`src/rtl/casc_accum_pkg.sv`:
```
package casc_accum_pkg;

    typedef enum logic {
        MODE_SUB = 1'b0,
        MODE_ADD = 1'b1
    } acc_mode_e;

    typedef struct packed {
        logic bit_v;
    } slice_state_t;

endpackage

```
`src/rtl/acc_bit_alu.sv`:
```
module acc_bit_alu
    import casc_accum_pkg::*;
(
    input  logic      a_bit,
    input  logic      b_bit,
    input  logic      c_in,
    input  acc_mode_e mode,
    output logic      s_bit,
    output logic      c_out
);
    logic b_eff;

    // Subtract is a + ~b + c_in; the carry of that sum is the active-low borrow.
    always_comb begin
        b_eff = (mode == MODE_ADD) ? b_bit : ~b_bit;
        {c_out, s_bit} = {1'b0, a_bit} + {1'b0, b_eff} + {1'b0, c_in};
    end

endmodule

```
`src/rtl/acc_slice.sv`:
```
module acc_slice
    import casc_accum_pkg::*;
(
    input  logic      clk,
    input  logic      rst,
    input  logic      ce,
    input  logic      ld,
    input  logic      ld_bit,
    input  acc_mode_e mode,
    input  logic      op_bit,
    input  logic      c_in,
    output logic      q_bit,
    output logic      c_out
);
    slice_state_t st_q = '0;
    slice_state_t st_d;
    logic         sum_bit;

    acc_bit_alu u_alu (
        .a_bit (st_q.bit_v),
        .b_bit (op_bit),
        .c_in  (c_in),
        .mode  (mode),
        .s_bit (sum_bit),
        .c_out (c_out)
    );

    always_comb begin
        st_d = st_q;
        if (rst) begin
            st_d.bit_v = 1'b0;
        end else if (ld) begin
            st_d.bit_v = ld_bit;
        end else if (ce) begin
            st_d.bit_v = sum_bit;
        end
    end

    always_ff @(posedge clk) begin
        st_q <= st_d;
    end

    assign q_bit = st_q.bit_v;

    AST_SLICE_HOLD: assert property (@(posedge clk) (!rst && !ld && !ce) |=> $stable(q_bit));

endmodule

```
`src/rtl/casc_accum.sv`:
```
module casc_accum
    import casc_accum_pkg::*;
#(
    parameter int N = 4
) (
    input  logic         clk,
    input  logic         rst,
    input  logic         ce,
    input  logic         ld,
    input  logic [N-1:0] ld_data,
    input  logic         add_sel,
    input  logic [N-1:0] operand,
    input  logic         cin,
    output logic [N-1:0] acc_q,
    output logic         carry_out
);
    localparam int CHAIN_W = N + 1;

    logic [CHAIN_W-1:0] chain;
    acc_mode_e          mode;

    assign mode     = add_sel ? MODE_ADD : MODE_SUB;
    assign chain[0] = cin;

    for (genvar i = 0; i < N; i++) begin : g_slice
        acc_slice u_slice (
            .clk    (clk),
            .rst    (rst),
            .ce     (ce),
            .ld     (ld),
            .ld_bit (ld_data[i]),
            .mode   (mode),
            .op_bit (operand[i]),
            .c_in   (chain[i]),
            .q_bit  (acc_q[i]),
            .c_out  (chain[i+1])
        );
    end

    assign carry_out = chain[N];

    // Word-level arithmetic references for the properties below.
    logic [N:0] chk_add;
    logic [N:0] chk_sub;
    assign chk_add = {1'b0, acc_q} + {1'b0, operand} + {{N{1'b0}}, cin};
    assign chk_sub = {1'b0, acc_q} - {1'b0, operand} - {{N{1'b0}}, ~cin};

    AST_RESET_CLEARS: assert property (@(posedge clk) rst |=> (acc_q == '0));
    AST_LOAD_WINS:    assert property (@(posedge clk) disable iff (rst) ld |=> (acc_q == $past(ld_data)));
    AST_HOLD_WORD:    assert property (@(posedge clk) disable iff (rst) (!ld && !ce) |=> $stable(acc_q));
    AST_ADD_WORD:     assert property (@(posedge clk) disable iff (rst) (!ld && ce && add_sel) |=> (acc_q == $past(chk_add[N-1:0])));
    AST_SUB_WORD:     assert property (@(posedge clk) disable iff (rst) (!ld && ce && !add_sel) |=> (acc_q == $past(chk_sub[N-1:0])));
    AST_ADD_CARRY:    assert property (@(posedge clk) disable iff (rst) add_sel |-> (carry_out == chk_add[N]));
    AST_SUB_BORROW:   assert property (@(posedge clk) disable iff (rst) !add_sel |-> (carry_out == !chk_sub[N]));

endmodule

```
`config.mk`:
```
export PLATFORM = sky130hd
export DESIGN_NAME = casc_accum
export DESIGN_NICKNAME = d
export VERILOG_FILES = /design/src/rtl/casc_accum_pkg.sv /design/src/rtl/acc_bit_alu.sv /design/src/rtl/acc_slice.sv /design/src/rtl/casc_accum.sv
export SDC_FILE = /design/constraint.sdc
export NUM_CORES = 1
export LEC_CHECK = 0
export ABC_AREA = 1
export BUFFER_PORTS_ARGS = -buffer_cell sky130_fd_sc_hd__buf_2
export CORE_AREA = 2 2 39 41
export DETAILED_ROUTE_END_ITERATION = 10
export DIE_AREA = 0 0 41 43
export SLEW_MARGIN = 20
export SYNTH_ARGS = -nofsm -noshare
export SYNTH_HDL_FRONTEND = slang
export SYNTH_SLANG_ARGS = --single-unit
```
`constraint.sdc`:
```
create_clock -name clk -period 6.86 [get_ports clk]
set_input_delay 0 -clock clk [delete_from_list [all_inputs] [get_ports clk]]
set_output_delay 0 -clock clk [all_outputs]
set_load 0.02 [all_outputs]
```
### Word level (Yosys, flattened, before mapping)

Index checks and enable logic that the tools add are counted.
Widths: inputs -> output; s select.

| storage, ports and cells | value |
|---|---|
| register bits after elaboration | 4 |
| latch bits | 0 |
| RAM bits | 0 |
| ROM bits | 0 |
| bits of input ports | 14 |
| output and inout port bits | 5 |
| logic and storage cells | 30 |
| memories kept | 0 |

| operators by class | value |
|---|---|
| $add $sub $neg | 8 |
| multiply operators | 0 |
| divide/modulo/power cells | 0 |
| order comparisons | 0 |
| eq/ne operators | 0 |
| shift operators | 0 |
| multiplexer cells | 13 |
| bitwise gates (word level) | 4 |
| reductions and logical operators | 1 |

Operators with widths:

| operator | number |
|---|---|
| $mux 1 | 13 |
| $add 1x1->2 | 4 |
| $add 2x1->2 | 4 |
| $not 1->1 | 4 |
| $reduce_bool 2->1 | 1 |

### Depth between registers and ports, before layout

Gate-level depths: netlist of run 1.

| depth | value |
|---|---|
| depth after elaboration | 9 |
| depth in mapped cells | 11 |
| gate-level depth less buffers | 11 |

### Cells and area by module

A second synthesis of run 1 with hierarchy kept.

| second synthesis, totals | value |
|---|---|
| cells, all modules | 76 |
| area, all modules | 430.4 um^2 |

Modules (own cells, without submodules):

| module | times used | cells an instance | area an instance (um^2) | sequential area each (um^2) |
|---|---|---|---|---|
| acc_bit_alu | 4 | 10 | 53.8 | 0.0 |
| acc_slice | 4 | 9 | 53.8 | 20.0 |

### Worst setup path before layout of run 1

OpenSTA, ideal clock, no wires.

| timing | value |
|---|---|
| path type | register to register |
| start | reg g_slice[0].u_slice.st_q |
| end | reg g_slice[3].u_slice.st_q |
| library setup time | 0.109 ns |
| arrival time | 2.060 ns |
| required time | 6.751 ns |
| path slack | 4.691 ns |
| cell stages (with the launch flop) | 11 |
| buffers on the path | 0 |
| clock period less this slack | 2.169 ns |
| cell sequence | dfxtp_1 > fa_1 > inv_1 > fa_1 > fa_1 > inv_1 > fa_1 > nand3_1 > nand3_1 > nand2_1 > inv_1 |

| between the ends | value |
|---|---|
| word-level cells in the longest chain between the ends | 7 |

RTL lines:

| what | line | text |
|---|---|---|
| start, declared | acc_slice.sv:15 | `slice_state_t st_q = '0;` |
| start signal, assigned | acc_slice.sv:40 | `st_q <= st_d;` |
| $add 1x1->2 | acc_bit_alu.sv:16 | `{c_out, s_bit} = {1'b0, a_bit} + {1'b0, b_eff} + {1'b0, c_in};` |
| $add 2x1->2 (4 in a row) | acc_bit_alu.sv:16 |  |
| $mux 1 | acc_slice.sv:34 | `end else if (ce) begin` |
| $mux 1 | acc_slice.sv:32 | `end else if (ld) begin` |
| end signal, assigned | acc_slice.sv:40 |  |
| end, declared | acc_slice.sv:15 |  |

No other way between the ends. The select of a mux whose other input is x is not followed.
A chain may end at the register's enable or synchronous reset.

### Worst setup path after layout of run 1

Same ends and word-level chain as after synthesis.

==> results of run 1 <==
-- metal layers --
metal / vias to the layer above / routed length, um / part of all wire / global-route usage
met4: 0 / 0 / 0 / 0.0200
met2: 13 / 297 / 0.45 / 0.144
met5: - / 0 / 0 / 0
li1: 169 / - / - / -
met1: 149 / 296 / 0.45 / 0.120
met3: 0 / 69 / 0.10 / 0.0628
-- layout by cell type (no fill, tap or decap) --
cell / n
buf_2: 18
fa_1: 4
xnor2_1: 2
inv_2: 2
nand3b_1: 2
dfxtp_1: 4
nand2_1: 12
nor2_2: 1
nand3_1: 6
xor2_1: 2
inv_1: 8
clkbuf_4: 3
-- critical path, stage by stage, from the launching register on --
cell and delay [ns]:
dfxtp_1 0.37, fa_1 0.18, inv_1 0.05, fa_1 0.41, fa_1 0.39, inv_1 0.08, fa_1 0.41, nand3_1 0.09
nand3_1 0.08, nand2_1 0.06, inv_1 0.03
-- power by group through the flow --
stage / Sequential [mW] / Combinational, mW / Clock, mW
after floorplan: 0.0274 / 0.0226 / 0
after global placement: 0.0280 / 0.0293 / 0
after detailed placement: 0.0280 / 0.0295 / 0
after CTS: 0.0277 / 0.0297 / 0.0306
after global routing: 0.0278 / 0.0340 / 0.0317
final: 0.0276 / 0.0290 / 0.0292
-- layout make-up --
type	count	area, um2	area share
clock buffers	3	22.5	0.0488
inverters	10	37.5	0.0813
multi-input cells	29	211	0.458
flip-flops and latches	4	80.1	0.173
well taps	16	20.0	0.0434
repair buffers	18	90.1	0.195
-- per-stage QoR --
step                instance area, um2  hold WS, ns   util  setup slack (ns)
CTS                                462       0.0137  0.334              4.59
global route                       462       0.0326  0.334              4.48
floorplan                          359        0.150      -              4.69
global placement                   439        0.261  0.317              4.61
finish                             462       0.0167  0.334              4.61
detailed placement                 439        0.264  0.317              4.60
-- final timing paths --
path                                           end  slack [ns]  cells after the start
max          g_slice[3].u_slice.q_bit$_SDFFE_PP0P_        4.61                     10
min          g_slice[1].u_slice.q_bit$_SDFFE_PP0P_        0.02                      4
max reg2reg  g_slice[3].u_slice.q_bit$_SDFFE_PP0P_        4.61                     10
min reg2reg  g_slice[1].u_slice.q_bit$_SDFFE_PP0P_        0.57                      4
-- cell families after synthesis --
kind of cell	after synthesis	share of synthesized area
and+or+nand+nor	21	0.268
buffers and inverters	14	0.188
xor gates and xnor gates	4	0.0976
adders and majority gates	4	0.223
DFF	4	0.223
==> impl_metrics.py, run 1 <==
metrics = {
    "sta": {
        "grt_setup_unrepaired": "no",
        "relSlewSlack": 0.887,
        "tns_ns": 0,
        "setup_viol": 0,
        "final.setup_skew_ns": 0.00284,
        "tightest_slew_ns": 0.168,
        "max_freq_mhz": 445,
        "min_period_ns": 2.25,
        "slew_viol_final": 0,
        "finalHoldViolCount": 0,
        "post-route-period-util": 0.328,
    },
    "routing": {
        "wl_per_cell_um": 8.30,
        "drt-initial-drc-count": 0,
        "drc_errors": 0,
        "drt_pass1_iterations": 1,
        "postRouteAntennaNets": 0,
        "via_per_inst": 4.14,
        "vias": 331,
        "finalWirelength_um": 664,
    },
    "clock_network": {
        "clk_pin_slew_ns": 0.04,
        "cts.hold.buffers_added": 0,
        "clock-sinks": 4,
        "cts_resized": 0,
        "cts-root-buf": "clkbuf_4",
        "clk_latency_ns": 0.23,
        "cts_setup_buffers": 0,
        "cts_buffers": 3,
        "htreeDepth": 1,
        "cts_tree": "yes",
        "cts_max_path_buffers": 2,
    },
    "synthesis": {
        "yosys-top-cells-area": "dfxtp_1 22%, fa_1 22%, nand2_1 13%",
        "ys.flop_type": "dfxtp_1",
        "yosysMostFrequentCell": "nand2_1",
        "yosysTopAreaCellShare": 0.223,
        "ys_ff_latch": 4,
        "synth_seq_area_share": 0.223,
        "synth-edff-count": 0,
        "syn_area_um2": 359,
        "synth.largest_area_cell": "dfxtp_1",
        "synthCells": 47,
        "yosys-top-cells-count": "12 x nand2_1, 8 x inv_1, 6 x nand3_1",
        "yosys_warnings": 0,
        "async_flop_share": 0,
        "synthDistinctLibCells": 11,
        "syn_avg_cell_area_um2": 7.64,
        "postSynthNetCount": 65,
    },
    "pwr": {
        "clockPowerShare": 0.341,
        "power_frac_comb": 0.338,
        "ir_worst_vdd_mv": 0.102,
        "power_leakage_nw": 0.265,
        "seq_power_share": 0.322,
        "power_switching_uw": 27.5,
        "p_per_area_nw_per_um2": 186,
        "p_total_uw": 85.7,
        "p_int_uw": 58.2,
        "swShare": 0.321,
    },
    "global_route": {
        "grt_start_max_net_pins": 7,
        "grt.total_usage": 0.0986,
        "grt_pass1_vias": 342,
        "grt_pass1_wl_mm": 1.19,
        "antenna_found_initial": 0,
        "overflow": 0,
    },
    "finish": {
        "final_layout_size_suffix_gt1_frac": 0.375,
        "final.fill_count": 166,
        "fin_cells": 80,
        "n_antenna_cell": 0,
        "syn_to_final_growth_pct": 28.6,
        "largest_register_ffs": 4,
        "final_nets": 84,
    },
    "worst_setup_path": {
        "worstSetupPathType": "reg -> reg",
        "critPathMaxFanout": 3,
        "crit_start": "g_slice[0].u_slice.q_bit$_SDFFE_PP0P_",
        "endpoint_kind": "flip-flop",
        "crit_path_start_kind": "flip-flop",
        "r2r-start": "g_slice[0].u_slice.q_bit$_SDFFE_PP0P_",
        "critPathArrivalTime_ns": 2.38,
        "cp.required_ns": 6.99,
    },
    "floorplanning": {
        "fp.dieW_um": 41,
        "dieArea_um2": 1760,
        "start_util": 0.259,
        "die_h_um": 43,
        "num_rows": 14,
        "core_um2": 1380,
        "io_pins": 19,
    },
    "hold_path": {
        "min_path_type": "in -> reg",
        "min-delay-start": "rst",
    },
    "run": {
        "cap_violations": 0,
    },
    "place": {
        "dp.cells": 77,
        "dp_hpwl_um": 568,
        "place.gp.congestion": 0.747,
        "port_buffers": 18,
    },
    "status": {
        "status": "completed",
    },
}
(Power assumes the default switching activity.)
==> run 2: changes to the inputs <==
- ABC_AREA: 1 -> 0
- clock period: 6.86 -> 2.31 ns (I/O delays scaled with it)
==> run 2 against run 1 <==
Net effect:
- sequential power grew to 3.0 times the previous value
- die area did not move
- largest cell class unchanged
- area after synthesis fell by 1.7%
- critical path depth fell by 2
- critical endpoint unchanged
- cell area increased by 1.6%
- wire length is 2.3% lower
- first-iteration DRC count unchanged
- critical path type unchanged
- clock power rose to 3.0 times the previous value
- flip-flop and latch count unchanged
- clock skew about the same
- total power rose to 3.1 times the previous value
==> impl_metrics.py, run 2 <==
metrics = {
    "synthesis": {
        "yosysMostFrequentCell": "inv_1",
        "ys.flop_type": "dfxtp_1",
        "syn_area_um2": 353,
        "yosys-top-cells-area": "dfxtp_1 23%, fa_1 23%, buf_4 8.5%",
        "synth_adder_area_share": 0.227,
        "synthSimpleGateAreaFrac": 0.138,
        "synth.largest_area_cell": "dfxtp_1",
        "synth_compound_gate_area_share": 0.113,
        "synthMuxAreaShare": 0.0567,
        "synth_xor_area_frac": 0.0993,
        "syn_avg_cell_area_um2": 9.80,
        "async_flop_share": 0,
        "synth_seq_area_share": 0.227,
        "yosys-top-cells-count": "5 x inv_1, 4 x buf_4, 4 x dfxtp_1, 4 x fa_1",
        "yosys_warnings": 0,
        "synth-edff-count": 0,
        "yosysTopAreaCellShare": 0.227,
        "synthDistinctLibCells": 15,
        "postSynthNetCount": 54,
        "synthCells": 36,
        "ys_ff_latch": 4,
        "synth_top_family_by_area": "adder cells",
    },
    "pwr": {
        "power_leakage_nw": 0.230,
        "p_per_area_nw_per_um2": 571,
        "power_frac_comb": 0.363,
        "clockPowerShare": 0.328,
        "swShare": 0.324,
        "p_int_uw": 181,
        "power_switching_uw": 86.8,
        "ir_worst_vdd_mv": 0.226,
        "seq_power_share": 0.310,
    },
    "finish": {
        "fin_cells": 70,
        "final_common_cell": "buf_2",
        "largest_register_ffs": 4,
        "final.fill_count": 149,
        "multi_input_area_um2": 226,
        "regArea_um2": 81.3,
        "n_antenna_cell": 0,
        "final_layout_size_suffix_gt1_frac": 0.481,
        "final_cell_mix": "18 x buf_2, 5 x inv_1, 3 x fa_1, 3 x clkbuf_4, 3 x dfxtp_1",
        "final_nets": 74,
        "syn_to_final_growth_pct": 33.0,
    },
    "worst_setup_path": {
        "crit_path_start_kind": "flip-flop",
        "critPathArrivalTime_ns": 2.29,
        "critPathMaxFanout": 3,
        "worstRegToRegCells": 8,
        "cp.required_ns": 2.42,
        "worstSetupPathType": "reg -> reg",
        "endpoint_kind": "flip-flop",
        "r2r-start": "g_slice[0].u_slice.q_bit$_SDFFE_PP0P_",
        "crit_start": "g_slice[0].u_slice.q_bit$_SDFFE_PP0P_",
    },
    "place": {
        "dp.cells": 66,
        "dp_hpwl_um": 560,
        "port_buffers": 18,
        "place.gp.congestion": 0.616,
    },
    "clock_network": {
        "clk_latency_ns": 0.24,
        "cts_max_path_buffers": 2,
        "clk_pin_slew_ns": 0.04,
        "clock-sinks": 4,
        "cts_tree": "yes",
        "htreeDepth": 1,
        "cts-root-buf": "clkbuf_4",
        "cts_buffers": 3,
    },
    "routing": {
        "drt_pass1_iterations": 1,
        "finalWirelength_um": 649,
        "drc_errors": 0,
        "postRouteAntennaNets": 0,
        "via_per_inst": 4.00,
        "vias": 280,
        "wl_per_cell_um": 9.27,
        "drt-initial-drc-count": 0,
    },
    "floorplanning": {
        "die_h_um": 43,
        "dieArea_um2": 1760,
        "fp.dieW_um": 41,
        "start_util": 0.255,
        "core_um2": 1380,
        "io_pins": 19,
        "num_rows": 14,
    },
    "global_route": {
        "antenna_found_initial": 0,
        "gr-usage-met2": 0.0969,
        "grt_pass1_vias": 246,
        "grt.total_usage": 0.0848,
        "grt.met3_usage": 0.0314,
        "gr-usage-met1": 0.125,
        "grt_pass1_wl_um": 979,
        "grt_busiest_layer": "met1",
        "grt_start_max_net_pins": 7,
        "overflow": 0,
    },
    "sta": {
        "finalHoldViolCount": 0,
        "post-route-period-util": 0.943,
        "setup_viol": 0,
        "min_period_ns": 2.18,
        "slew_viol_final": 0,
        "grt_setup_unrepaired": "no",
        "tns_ns": 0,
        "final.setup_skew_ns": 0.00258,
        "relSlewSlack": 0.846,
        "tightest_slew_ns": 0.229,
        "max_freq_mhz": 459,
    },
    "hold_path": {
        "min_path_type": "in -> reg",
        "holdPathStages": 3,
        "min-delay-start": "ld_data[1]",
    },
    "status": {
        "status": "completed",
    },
    "run": {
        "cap_violations": 0,
    },
}
run 2: changes by cell type in the layout (fill, tap and decap cells not counted), sizes merged, moves of 2 or more:
cell	before	now
nand2	12	2
nand3	6	0
inv	10	5
a211oi	0	2
and2	0	2
mux2i	0	2
nand3b	2	0
nor2b	0	2
o32ai	0	2
run 2: worst paths after layout:
check | to | slack, ns
max | g_slice[3].u_slice.q_bit$_SDFFE_PP0P_ | 0.13
min | g_slice[1].u_slice.q_bit$_SDFFE_PP0P_ | 0.04
max reg2reg | g_slice[3].u_slice.q_bit$_SDFFE_PP0P_ | 0.13
min reg2reg | g_slice[1].u_slice.q_bit$_SDFFE_PP0P_ | 0.55
run 2: final cells by class:
type / count / share of cell area
sequential: 4 / 0.173
inverter: 5 / 0.0400
clock buffer: 3 / 0.0480
tap: 16 / 0.0427
multi-input combinational: 23 / 0.483
timing repair buffer: 19 / 0.213
run 2: metal layers:
metal	share of wire	vias up
met5	0	-
met3	0.12	2
met2	0.36	18
met4	0.035	0
li1	-	149
met1	0.48	111
run 2: what timing repair did:
action / 4_1_cts / 5_1_grt
resized for setup: 0 / 2
hold endpoints to repair: 2 / 0
buffers inserted: 0 / 0
endpoints found under the setup margin: 0 / 1
hold buffers: 1 / 0
run 2: cells by family (layout without fill, tap and decap cells):
family          Yosys count  in the layout
simple gates              9              9
buf+inv                   9             27
fa+ha+maj                 4              4
compound gates            4              4
xor+xnor                  4              4
flops                     4              4
mux                       2              2
run 2: critical path, cell delays in order (launching register included):
cell and delay, ns:
dfxtp_2 0.34, fa_1 0.16, inv_1 0.05, fa_2 0.36, fa_1 0.39, inv_1 0.08, fa_1 0.41, mux2i_1 0.16
a211oi_1 0.10
run 2: through the flow:
stage                     area, um2   util  power [mW]  setup slack, ns  hold slack (ns)
after floorplan                 353      -       0.155            0.157           0.0728
after global placement          433  0.313       0.177           0.0779            0.245
after detailed placement        433  0.313       0.181           0.0135            0.238
after CTS                       465  0.336       0.273          0.00503           0.0334
after global routing            469  0.339       0.291           0.0347           0.0470
final                           469  0.339       0.268            0.131           0.0356
run 2: power by group through the flow:
stage	combinational (mW)	sequential [mW]	clock [mW]
5_1_grt	0.110	0.0841	0.0971
4_1_cts	0.0993	0.0827	0.0907
3_5_place_dp	0.0974	0.0838	0
6_report	0.0972	0.0829	0.0878
3_3_place_gp	0.0931	0.0838	0
2_1_floorplan	0.0725	0.0827	0
==> run 3: changes to the inputs <==
- GPL_TIMING_DRIVEN: unset -> 0
==> run 3 against run 2 <==
Net effect:
- via count increased by 7.9%
- hold slack about the same
- total power increased by 3.5%
- cell count increased by 5.7%
- largest cell class unchanged
- largest power group unchanged
- highest routed layer unchanged
==> impl_metrics.py, run 3 (same netlist as run 2, synthesis figures left out) <==
metrics = {
    "status": {
        "status": "completed",
    },
    "routing": {
        "met1Wirelength_um": 292,
        "postRouteAntennaNets": 0,
        "top_layer_used": "met4",
        "drc_errors": 0,
        "finalWirelength_um": 701,
        "vias": 302,
        "wl_met2_um": 308,
        "wl_per_cell_um": 9.47,
        "via_per_inst": 4.08,
        "drt-initial-drc-count": 5,
        "wl_met3_um": 92,
        "drt_pass1_iterations": 4,
    },
    "floorplanning": {
        "start_util": 0.255,
        "fp.dieW_um": 41,
        "io_pins": 19,
        "die_h_um": 43,
        "dieArea_um2": 1760,
        "num_rows": 14,
        "core_um2": 1380,
    },
    "finish": {
        "n_antenna_cell": 0,
        "final_nets": 78,
        "final.fill_count": 157,
        "final_common_cell": "buf_2",
        "final_cell_mix": "18 x buf_2, 5 x inv_1, 4 x buf_4",
        "postLayoutCellArea_um2": 499,
        "final_layout_size_suffix_gt1_frac": 0.517,
        "syn_to_final_growth_pct": 41.5,
        "largest_register_ffs": 4,
        "fin_cells": 74,
    },
    "global_route": {
        "antenna_found_initial": 0,
        "grt_start_max_net_pins": 7,
        "grt.total_usage": 0.0908,
        "grt_pass1_vias": 256,
        "grt_pass1_wl_mm": 1.04,
        "overflow": 0,
    },
    "sta": {
        "relSlewSlack": 0.855,
        "finalHoldViolCount": 0,
        "max_freq_mhz": 463,
        "min_period_ns": 2.16,
        "whs_ns": 0.0351,
        "setup_viol": 0,
        "final.setup_skew_ns": 0.00264,
        "final.setup.worst_slack_ns": 0.152,
        "grt_setup_unrepaired": "no",
        "slew_viol_final": 0,
        "tns_ns": 0,
        "post-route-period-util": 0.934,
        "tightest_slew_ns": 0.216,
    },
    "worst_setup_path": {
        "worstSetupPathType": "reg -> reg",
        "crit_family": "adder cells",
        "endpoint_kind": "flip-flop",
        "critPathArrivalTime_ns": 2.28,
        "cp.required_ns": 2.43,
        "slowest_delay_ns": 0.41,
        "crit_path_start_kind": "flip-flop",
        "cpMaxStageDelayCell": "fa_1",
        "path_common_cell": "fa_1",
        "worst-path-buf-inv": 2,
        "path_cells": "fa_1, inv_1, fa_2, fa_1, inv_1, fa_1, mux2i_1, a211oi_1",
        "critPathMaxFanout": 3,
    },
    "pwr": {
        "power_leakage_nw": 0.251,
        "swShare": 0.322,
        "power_frac_comb": 0.372,
        "p_per_area_nw_per_um2": 555,
        "ir_worst_vdd_mv": 0.197,
        "seq_power_share": 0.302,
        "power_switching_uw": 89.3,
        "clockPowerShare": 0.326,
        "p_int_uw": 188,
    },
    "clock_network": {
        "cts_buffers": 3,
        "cts_max_path_buffers": 2,
        "clk_latency_ns": 0.24,
        "cts_tree": "yes",
        "cts_setup_buffers": 0,
        "clk_pin_slew_ns": 0.04,
        "clock-sinks": 4,
        "cts-root-buf": "clkbuf_4",
        "htreeDepth": 1,
    },
    "place": {
        "dp_hpwl_um": 555,
        "placed_cell_area_um2": 463,
        "port_buffers": 18,
        "dp.cells": 70,
        "dpl_worst_slack_ns": 0.0331,
        "place.gp.congestion": 0.637,
    },
    "hold_path": {
        "min_path_type": "in -> reg",
    },
    "run": {
        "cap_violations": 0,
    },
}
==> run 3: changes by cell type in the layout (fill, tap and decap cells not counted) <==
cell / previous run / this run
buf_4: 0 / 4
==> run 3: tightest hold or removal path: stages <==
cell     delay [ns]
buf_2          0.07
nand2_1        0.05
o32ai_1        0.10
==> run 3: area by class of cell <==
class	count	area [um2]	share of cell area
plain buffers	4	30.0	0.0602
clock buffers	3	22.5	0.0451
inverters	5	18.8	0.0376
multi-input cells	23	226	0.454
flip-flops and latches	4	81.3	0.163
well taps	16	20.0	0.0401
repair buffers	19	100	0.201
==> run 3: power groups by stage <==
stage          Combinational, mW  Clock [mW]  Sequential, mW
3_3_place_gp               0.100           0          0.0846
3_5_place_dp               0.104           0          0.0842
5_1_grt                    0.119       0.101          0.0851
2_1_floorplan             0.0725           0          0.0827
4_1_cts                    0.105      0.0917          0.0835
6_report                   0.103      0.0903          0.0838
==> run 3: path summary, 6_finish.rpt <==
kind | startpoint | to | slack, ns | cells past startpoint
hold / removal | ld_data[1] | g_slice[1].u_slice.q_bit$_SDFFE_PP0P_ | 0.04 | 3
hold reg to reg | g_slice[1].u_slice.q_bit$_SDFFE_PP0P_ | g_slice[1].u_slice.q_bit$_SDFFE_PP0P_ | 0.55 | 2
setup reg to reg | g_slice[0].u_slice.q_bit$_SDFFE_PP0P_ | g_slice[3].u_slice.q_bit$_SDFFE_PP0P_ | 0.15 | 8
setup / recovery | g_slice[0].u_slice.q_bit$_SDFFE_PP0P_ | g_slice[3].u_slice.q_bit$_SDFFE_PP0P_ | 0.15 | 8
==> run 3: through the flow <==
stage | total power [mW] | utilization
floorplan | 0.155 | -
global placement | 0.185 | 0.335
detailed placement | 0.188 | 0.335
CTS | 0.280 | 0.358
global route | 0.305 | 0.361
finish | 0.277 | 0.361
==> run 3: routing by layer <==
layer / vias up / global-route usage
li1: 155 / -
met2: 20 / 0.0969
met4: 0 / 0.100
met1: 125 / 0.131
met5: - / 0
met3: 2 / 0.0209
==> run 3: repair_timing <==
action / in CTS / in global routing
endpoints found under the hold margin: 2 / 0
hold buffers: 1 / 0
setup endpoints to repair: 0 / 1
resized for setup: 0 / 2
